`src/rtl/mesi_pkg.sv`:
```
package mesi_pkg;
  typedef enum logic [1:0] {ST_I = 2'b00, ST_S = 2'b01, ST_E = 2'b10, ST_M = 2'b11} mesi_state_e;
  typedef enum logic [1:0] {BUS_WB = 2'b00, BUS_RD = 2'b01, BUS_RDX = 2'b10, BUS_INV = 2'b11} bus_cmd_e;
  typedef enum logic [1:0] {OP_LOAD = 2'b00, OP_STORE = 2'b01, OP_LDEX = 2'b10, OP_FULLWR = 2'b11} core_op_e;
endpackage

```
`src/rtl/mesi_line_store.sv`:
```
module mesi_line_store
  import mesi_pkg::*;
#(
  parameter int NUM_LINES = 8,
  parameter int TAG_W     = 8,
  parameter int LINE_W    = 128,
  parameter int IDX_W     = 3
) (
  input  logic              clk_i,
  input  logic              rst_ni,
  input  logic [IDX_W-1:0]  rd_idx_i,
  input  logic [IDX_W-1:0]  sp_idx_i,
  input  logic              fsm_we_i,
  input  mesi_state_e       fsm_state_i,
  input  logic [TAG_W-1:0]  fsm_tag_i,
  input  logic [LINE_W-1:0] fsm_data_i,
  input  logic              sp_we_i,
  input  mesi_state_e       sp_state_i,
  output mesi_state_e       rd_state_o,
  output logic [TAG_W-1:0]  rd_tag_o,
  output logic [LINE_W-1:0] rd_data_o,
  output mesi_state_e       sp_state_o,
  output logic [TAG_W-1:0]  sp_tag_o,
  output logic [LINE_W-1:0] sp_data_o
);
  mesi_state_e       st_arr  [NUM_LINES];
  logic [TAG_W-1:0]  tag_arr [NUM_LINES];
  logic [LINE_W-1:0] dat_arr [NUM_LINES];

  for (genvar g = 0; g < NUM_LINES; g++) begin : g_line
    mesi_state_e       st_q;
    logic [TAG_W-1:0]  tag_q;
    logic [LINE_W-1:0] dat_q;
    logic              fsm_sel, sp_sel;
    assign fsm_sel = fsm_we_i && (rd_idx_i == IDX_W'(g));
    assign sp_sel  = sp_we_i && (sp_idx_i == IDX_W'(g));

    // core-side update wins: its bus transaction was ordered after the snoop
    always_ff @(posedge clk_i or negedge rst_ni) begin
      if (!rst_ni) begin
        st_q  <= ST_I;
        tag_q <= '0;
        dat_q <= '0;
      end else if (fsm_sel) begin
        st_q  <= fsm_state_i;
        tag_q <= fsm_tag_i;
        dat_q <= fsm_data_i;
      end else if (sp_sel) begin
        st_q  <= sp_state_i;
      end
    end
    assign st_arr[g]  = st_q;
    assign tag_arr[g] = tag_q;
    assign dat_arr[g] = dat_q;
  end

  assign rd_state_o = st_arr[rd_idx_i];
  assign rd_tag_o   = tag_arr[rd_idx_i];
  assign rd_data_o  = dat_arr[rd_idx_i];
  assign sp_state_o = st_arr[sp_idx_i];
  assign sp_tag_o   = tag_arr[sp_idx_i];
  assign sp_data_o  = dat_arr[sp_idx_i];
endmodule

```
`src/rtl/mesi_snoop_unit.sv`:
```
module mesi_snoop_unit
  import mesi_pkg::*;
#(
  parameter int TAG_W = 8
) (
  input  logic             snp_valid_i,
  input  bus_cmd_e         snp_cmd_i,
  input  logic [TAG_W-1:0] snp_tag_i,
  input  mesi_state_e      line_state_i,
  input  logic [TAG_W-1:0] line_tag_i,
  output logic             hit_o,
  output logic             flush_o,
  output mesi_state_e      next_state_o
);
  always_comb begin
    hit_o = snp_valid_i && (snp_cmd_i != BUS_WB) &&
            (line_state_i != ST_I) && (line_tag_i == snp_tag_i);
    flush_o = hit_o && (line_state_i == ST_M);
    next_state_o = (snp_cmd_i == BUS_RD) ? ST_S : ST_I;
  end
endmodule

```
`src/rtl/mesi_req_fsm.sv`:
```
module mesi_req_fsm
  import mesi_pkg::*;
#(
  parameter int TAG_W      = 8,
  parameter int OFF_W      = 2,
  parameter int WORD_W     = 32,
  parameter int LINE_WORDS = 4
) (
  input  logic                         clk_i,
  input  logic                         rst_ni,
  input  logic                         req_valid_i,
  input  core_op_e                     req_op_i,
  input  logic [TAG_W-1:0]             req_tag_i,
  input  logic [OFF_W-1:0]             req_off_i,
  input  logic [WORD_W-1:0]            req_wdata_i,
  input  logic [WORD_W*LINE_WORDS-1:0] req_wline_i,
  output logic                         req_ready_o,
  output logic [WORD_W-1:0]            rsp_rdata_o,
  input  mesi_state_e                  line_state_i,
  input  logic [TAG_W-1:0]             line_tag_i,
  input  logic [WORD_W*LINE_WORDS-1:0] line_data_i,
  output logic                         we_o,
  output mesi_state_e                  wr_state_o,
  output logic [WORD_W*LINE_WORDS-1:0] wr_data_o,
  output logic                         bus_req_o,
  output bus_cmd_e                     bus_cmd_o,
  output logic [TAG_W-1:0]             bus_tag_o,
  output logic [WORD_W*LINE_WORDS-1:0] bus_wdata_o,
  input  logic                         bus_ack_i,
  input  logic                         bus_shared_i,
  input  logic [WORD_W*LINE_WORDS-1:0] bus_rdata_i
);
  localparam int LINE_W = WORD_W * LINE_WORDS;

  typedef enum logic [1:0] {F_IDLE, F_WB, F_BUS, F_RESP} fsm_e;

  fsm_e              state_q;
  bus_cmd_e          cmd_q, cmd_d;
  logic [WORD_W-1:0] rdata_q;
  logic              hit, need_bus, victim_dirty, local_go, bus_done;
  mesi_state_e       cur;
  logic [LINE_W-1:0] base, merged;

  function automatic logic [LINE_W-1:0] put_word(input logic [LINE_W-1:0] l,
                                                 input logic [OFF_W-1:0] o,
                                                 input logic [WORD_W-1:0] w);
    logic [LINE_W-1:0] r;
    r = l;
    r[o*WORD_W +: WORD_W] = w;
    return r;
  endfunction

  always_comb begin
    hit = (line_state_i != ST_I) && (line_tag_i == req_tag_i);
    cur = hit ? line_state_i : ST_I;
    victim_dirty = !hit && (line_state_i == ST_M);
    need_bus = 1'b0;
    cmd_d    = BUS_RD;
    unique case (req_op_i)
      OP_LOAD: begin
        need_bus = (cur == ST_I);
        cmd_d    = BUS_RD;
      end
      OP_STORE: begin
        need_bus = (cur == ST_I) || (cur == ST_S);
        cmd_d    = (cur == ST_S) ? BUS_INV : BUS_RDX;
      end
      OP_LDEX: begin
        need_bus = (cur == ST_I) || (cur == ST_S);
        cmd_d    = BUS_RDX;
      end
      OP_FULLWR: begin
        need_bus = (cur == ST_I) || (cur == ST_S);
        cmd_d    = BUS_INV;
      end
      default: ;
    endcase
  end

  // one merge path serves local hits and bus completions
  always_comb begin
    base = (state_q == F_BUS && cmd_q != BUS_INV) ? bus_rdata_i : line_data_i;
    if (req_op_i == OP_FULLWR)     merged = req_wline_i;
    else if (req_op_i == OP_STORE) merged = put_word(base, req_off_i, req_wdata_i);
    else                           merged = base;
  end

  assign local_go = (state_q == F_IDLE) && req_valid_i && !need_bus;
  assign bus_done = (state_q == F_BUS) && bus_ack_i;

  always_comb begin
    if (state_q == F_BUS) begin
      if (req_op_i == OP_LOAD)      wr_state_o = bus_shared_i ? ST_S : ST_E;
      else if (req_op_i == OP_LDEX) wr_state_o = ST_E;
      else                          wr_state_o = ST_M;
    end else begin
      wr_state_o = (req_op_i == OP_LOAD || req_op_i == OP_LDEX) ? cur : ST_M;
    end
  end

  assign we_o        = local_go || bus_done;
  assign wr_data_o   = merged;
  assign bus_req_o   = (state_q == F_WB) || (state_q == F_BUS);
  assign bus_cmd_o   = (state_q == F_WB) ? BUS_WB : cmd_q;
  assign bus_tag_o   = (state_q == F_WB) ? line_tag_i : req_tag_i;
  assign bus_wdata_o = (state_q == F_WB) ? line_data_i : '0;
  assign req_ready_o = (state_q == F_RESP);
  assign rsp_rdata_o = rdata_q;

  always_ff @(posedge clk_i or negedge rst_ni) begin
    if (!rst_ni) begin
      state_q <= F_IDLE;
      cmd_q   <= BUS_RD;
      rdata_q <= '0;
    end else begin
      unique case (state_q)
        F_IDLE: if (req_valid_i) begin
          if (!need_bus) begin
            rdata_q <= merged[req_off_i*WORD_W +: WORD_W];
            state_q <= F_RESP;
          end else begin
            cmd_q   <= cmd_d;
            state_q <= victim_dirty ? F_WB : F_BUS;
          end
        end
        F_WB:  if (bus_ack_i) state_q <= F_BUS;
        F_BUS: if (bus_ack_i) begin
          rdata_q <= merged[req_off_i*WORD_W +: WORD_W];
          state_q <= F_RESP;
        end
        F_RESP: state_q <= F_IDLE;
        default: state_q <= F_IDLE;
      endcase
    end
  end
endmodule

```
`src/rtl/mesi_cache_ctrl.sv`:
```
module mesi_cache_ctrl
  import mesi_pkg::*;
#(
  parameter int NUM_LINES  = 8,
  parameter int LINE_WORDS = 4,
  parameter int WORD_W     = 32,
  parameter int ADDR_W     = 16,
  localparam int IDX_W   = $clog2(NUM_LINES),
  localparam int OFF_W   = $clog2(LINE_WORDS),
  localparam int TAG_W   = ADDR_W - IDX_W - OFF_W,
  localparam int LINE_W  = WORD_W * LINE_WORDS,
  localparam int LADDR_W = ADDR_W - OFF_W
) (
  input  logic               clk_i,
  input  logic               rst_ni,
  input  logic               req_valid_i,
  output logic               req_ready_o,
  input  logic [1:0]         req_op_i,
  input  logic [ADDR_W-1:0]  req_addr_i,
  input  logic [WORD_W-1:0]  req_wdata_i,
  input  logic [LINE_W-1:0]  req_wline_i,
  output logic [WORD_W-1:0]  rsp_rdata_o,
  output logic               bus_req_o,
  output logic [1:0]         bus_cmd_o,
  output logic [LADDR_W-1:0] bus_addr_o,
  output logic [LINE_W-1:0]  bus_wdata_o,
  input  logic               bus_ack_i,
  input  logic               bus_shared_i,
  input  logic [LINE_W-1:0]  bus_rdata_i,
  input  logic               snp_valid_i,
  input  logic [1:0]         snp_cmd_i,
  input  logic [LADDR_W-1:0] snp_addr_i,
  output logic               snp_shared_o,
  output logic               snp_flush_o,
  output logic [LINE_W-1:0]  snp_data_o
);
  logic [OFF_W-1:0]  req_off;
  logic [IDX_W-1:0]  req_idx, sp_idx;
  logic [TAG_W-1:0]  req_tag, sp_tag, rd_tag, sl_tag, bus_tag;
  mesi_state_e       rd_state, sl_state, wr_state, sp_next;
  logic [LINE_W-1:0] rd_data, wr_data;
  logic              fsm_we, sp_hit;
  bus_cmd_e          bus_cmd;

  assign req_off = req_addr_i[OFF_W-1:0];
  assign req_idx = req_addr_i[OFF_W +: IDX_W];
  assign req_tag = req_addr_i[ADDR_W-1 -: TAG_W];
  assign sp_idx  = snp_addr_i[IDX_W-1:0];
  assign sp_tag  = snp_addr_i[LADDR_W-1 -: TAG_W];

  mesi_line_store #(
    .NUM_LINES(NUM_LINES), .TAG_W(TAG_W), .LINE_W(LINE_W), .IDX_W(IDX_W)
  ) u_store (
    .clk_i      (clk_i),
    .rst_ni     (rst_ni),
    .rd_idx_i   (req_idx),
    .sp_idx_i   (sp_idx),
    .fsm_we_i   (fsm_we),
    .fsm_state_i(wr_state),
    .fsm_tag_i  (req_tag),
    .fsm_data_i (wr_data),
    .sp_we_i    (sp_hit),
    .sp_state_i (sp_next),
    .rd_state_o (rd_state),
    .rd_tag_o   (rd_tag),
    .rd_data_o  (rd_data),
    .sp_state_o (sl_state),
    .sp_tag_o   (sl_tag),
    .sp_data_o  (snp_data_o)
  );

  mesi_snoop_unit #(.TAG_W(TAG_W)) u_snoop (
    .snp_valid_i (snp_valid_i),
    .snp_cmd_i   (bus_cmd_e'(snp_cmd_i)),
    .snp_tag_i   (sp_tag),
    .line_state_i(sl_state),
    .line_tag_i  (sl_tag),
    .hit_o       (sp_hit),
    .flush_o     (snp_flush_o),
    .next_state_o(sp_next)
  );

  mesi_req_fsm #(
    .TAG_W(TAG_W), .OFF_W(OFF_W), .WORD_W(WORD_W), .LINE_WORDS(LINE_WORDS)
  ) u_fsm (
    .clk_i       (clk_i),
    .rst_ni      (rst_ni),
    .req_valid_i (req_valid_i),
    .req_op_i    (core_op_e'(req_op_i)),
    .req_tag_i   (req_tag),
    .req_off_i   (req_off),
    .req_wdata_i (req_wdata_i),
    .req_wline_i (req_wline_i),
    .req_ready_o (req_ready_o),
    .rsp_rdata_o (rsp_rdata_o),
    .line_state_i(rd_state),
    .line_tag_i  (rd_tag),
    .line_data_i (rd_data),
    .we_o        (fsm_we),
    .wr_state_o  (wr_state),
    .wr_data_o   (wr_data),
    .bus_req_o   (bus_req_o),
    .bus_cmd_o   (bus_cmd),
    .bus_tag_o   (bus_tag),
    .bus_wdata_o (bus_wdata_o),
    .bus_ack_i   (bus_ack_i),
    .bus_shared_i(bus_shared_i),
    .bus_rdata_i (bus_rdata_i)
  );

  assign bus_cmd_o    = bus_cmd;
  assign bus_addr_o   = {bus_tag, req_idx};
  assign snp_shared_o = sp_hit;
endmodule

```
`config.mk`:
```
export PLATFORM = sky130hd
export DESIGN_NAME = mesi_cache_ctrl
export DESIGN_NICKNAME = d
export VERILOG_FILES = /design/src/rtl/mesi_pkg.sv /design/src/rtl/mesi_line_store.sv /design/src/rtl/mesi_snoop_unit.sv /design/src/rtl/mesi_req_fsm.sv /design/src/rtl/mesi_cache_ctrl.sv
export SDC_FILE = /design/constraint.sdc
export NUM_CORES = 2
export LEC_CHECK = 0
export BUFFER_PORTS_ARGS = -buffer_cell sky130_fd_sc_hd__buf_2
export CORE_ASPECT_RATIO = 0.9
export CORE_MARGIN = 4
export CORE_UTILIZATION = 40
export DETAILED_ROUTE_END_ITERATION = 8
export PLACE_DENSITY = 0.6
export SETUP_SLACK_MARGIN = 0.5
export SLEW_MARGIN = 40
export SYNTH_ARGS = -nofsm -noshare
export SYNTH_HDL_FRONTEND = slang
export SYNTH_SLANG_ARGS = --single-unit
```
`constraint.sdc`:
```
create_clock -name clk_i -period 3.9 [get_ports clk_i]
set_input_delay 0.585 -clock clk_i [delete_from_list [all_inputs] [get_ports clk_i]]
set_output_delay 0.585 -clock clk_i [all_outputs]
set_load 0.1 [all_outputs]
```
==> flow_metrics.tcl <==
set metrics [dict create \
    status "complete, no violations" \
    numClockSinks 1164 \
    gp_congestion 0.936 \
    num_io_pins 636 \
    clock_latency_ns 0.78 \
    viasPerCell 6.28 \
    cts_buffers 135 \
    crit_type "reg2out" \
    cp_slowest_stage_delay_ns 0.48 \
    timing.final.crit_period_ns 3.65 \
    whs_path_depth 2 \
    routedWlPerCell_um 34.6 \
    start_kind "flip-flop" \
    synthesis.nets 4932 \
    grt_usage 0.304 \
    hp-start "req_addr_i[9]" \
    maxCapViolations 0 \
    drc 0 \
    ys_warn_count 0 \
    clock_skew_ns 0.0357 \
    cts_tree "built" \
    rows 140 \
    syn_inst 4595 \
    drv_slew 0 \
    ys_types 67 \
    design.die.area_um2 170000 \
    coreArea_um2 162000 \
    avgSynthCellArea_um2 14.2 \
    cp-end-kind "output pin" \
    grt_pass1_wl_um 367000 \
    die_h_um 392 \
    critPathRequiredTime_ns 3.31 \
    numPortBuffers 635 \
    dp_hpwl_um 183000 \
    cts_root_buf "clkbuf_16" \
    vias 47900 \
    setup_viol 0 \
    timing.setup.tns_ns 0 \
    multi_input_area_um2 35600 \
    timing.fmax_mhz 274 \
    cp_top_family "simple AND/OR/NAND/NOR gates" \
    grt_overflow_total 0 \
    reg2reg_slack_ns 0.31 \
    initialDrtViolationCount 5009 \
    hold_viol 0 \
    whs_endpoint "u_store.g_line[2].tag_q[4]" \
    fillers 14100 \
    power_density_nw_per_um2 862 \
    tightestPinTransition_ns 0.903 \
    worstPathArrival_ns 3.07 \
    seq_area_um2 29100 \
    post-route-period-util 0.937 \
    first_global_vias 47700 \
    firstDrtPassIters 6 \
    timing.rr.end "u_store.g_line[7].st_q[1]" \
    r2r_start "u_store.g_line[4].tag_q[6]" \
    grt_start_max_net_pins 136 \
    relSlewSlack 0.398 \
    ys.flop_type "dfrtp_1" \
    hold_ws_ns 0.190 \
    rsz0062_at_grt "true" \
    start_util 0.403 \
    syn2layout_area_growth_pct 22.4 \
    slowest_stage "mux4_2" \
    synthArstFlopShare 1.00 \
    routed_wl_um 264000 \
    synth-edff-count 0 \
    ys_seq_area_frac 0.445 \
    clockBufferDepth 3 \
    antenna_found_initial 31 \
    cts.clk_slew.worst_paths_ns 0.06 \
    path_cells "mux4_2, mux2i_1, xor2_1, buf_4, nand4_1, or4_4, nor3_4, buf_12" \
    power_leakage_nw 36.4 \
    min_path_type "in2reg" \
    reg2reg_depth 22 \
    dp_cells 7334 \
    htreeDepth 4 \
    ys_seq_elements 1164 \
    vdd_drop_max_mv 0.720 \
    fin_nets 5712 \
    cp_max_fo 3 \
    layout-drive-gt1-share 0.540 \
    die_x_um 434 \
    finalNonFillerCells 7634 \
    syn_area_um2 65400 \
    postRouteAntennaNets 0 \
    crit_buf_inv 2 \
]
-- flip-flops by register name, indices dropped and copies added, names as in the netlist --
signal	count
u_fsm.cmd_q	2
u_fsm.state_q	2
u_store.g_line.dat_q	1024
u_store.g_line.tag_q	88
u_store.g_line.st_q	16
u_fsm.rsp_rdata_o	32
-- metrics by stage --
step / total power, W / area (µm²) / worst slack, ns / utilization
5_1_grt: 0.0715 / 80100 / 0.119 / 0.494
4_1_cts: 0.0686 / 79600 / 0.165 / 0.490
3_3_place_gp: 0.0544 / 74400 / 0.0924 / 0.458
3_5_place_dp: 0.0552 / 74500 / 0.0779 / 0.459
2_1_floorplan: 0.0438 / 66400 / 0.173 / -
6_report: 0.0690 / 80100 / 0.245 / 0.494
-- layout by cell type (no fill, tap or decap), drive strengths merged, types with 67 or more instances in the layout --
cell type  count
mux4         556
mux2i        150
nor2          87
mux2        1285
a21oi        138
a211oi        73
nand2        286
clkbuf       249
and2          67
o22ai         75
nor2b         77
dfrtp       1163
buf          988
-- how the worst max path moves through the flow --
stage          slack [ns]  cells after the start                       start                         end
2_1_floorplan        0.17                      6            u_fsm.state_q[1]              bus_addr_o[10]
3_3_place_gp         0.09                      9               req_addr_i[0]       u_fsm.rsp_rdata_o[16]
3_5_place_dp         0.08                     12               req_addr_i[3]  u_store.g_line[0].dat_q[4]
4_1_cts              0.16                      7  u_store.g_line[7].tag_q[3]                 snp_flush_o
5_1_grt              0.12                      8  u_store.g_line[3].tag_q[8]                 snp_flush_o
6_report             0.25                      8  u_store.g_line[3].tag_q[8]                 snp_flush_o
-- routing by layer --
metal | share of wire | vias up | wire (µm) | track usage
li1 | - | 19300 | - | -
met1 | 0.39 | 25800 | 102000 | 0.388
met2 | 0.46 | 2232 | 120000 | 0.460
met3 | 0.069 | 609 | 18200 | 0.0577
met4 | 0.089 | 4 | 23600 | 0.230
met5 | 0.000087 | - | 23 | 0
-- report_power, final --
group          leakage, nW  total (W)  internal [W]  switching, W
registers             15.0     0.0217        0.0176       0.00411
clock network         2.23     0.0131       0.00774       0.00534
logic                 19.2     0.0343        0.0132        0.0211
-- logic make-up (layout without fill, tap and decap cells) --
logic type,Yosys count,count (layout),share of synthesized area
flip-flops,1164,1164,0.445
XOR/XNOR,16,16,0.00214
other,0,23,0
AND/OR/NAND/NOR,580,580,0.0413
buffers and inverters,417,1303,0.0307
multiplexers,1991,1991,0.435
AO/OA/AOI/OAI,418,418,0.0436
adder cells (fa/ha/maj),9,9,0.00172
-- cells in the mapped netlist, types with 73 or more instances --
cell,count,area share
nor2b_1,77,0.0074
mux4_2,556,0.19
dfrtp_1,1163,0.44
a21oi_1,138,0.011
mux2_2,929,0.16
mux2_1,356,0.061
a211oi_1,73,0.0084
buf_1,76,0.0044
mux2i_1,150,0.023
nor2_1,87,0.0050
nand2_1,286,0.016
buf_2,90,0.0069
o22ai_1,75,0.0072
clkbuf_1,180,0.010
-- final cells by class --
| class | instances | area share |
|---|---|---|
| multi-input cells | 3014 | 0.445 |
| flip-flops and latches | 1164 | 0.364 |
| repair buffers | 1039 | 0.100 |
| clock buffers | 202 | 0.0503 |
| well taps | 2130 | 0.0333 |
| clock inverters | 41 | 0.00604 |
| inverters | 21 | 0.00108 |
| diodes | 23 | 0.000718 |
-- what timing repair did --
| action | in CTS | in global routing |
|---|---|---|
| setup buffers | 14 | 6 |
| setup endpoints to repair | 187 | 153 |
| resized for setup | 46 | 72 |
| hold buffers | 1 | 0 |
| hold endpoints to repair | 49 | 0 |
| cloned | 8 | 4 |
| pin swaps | 5 | 3 |
Power figures use the tool's default switching activity.
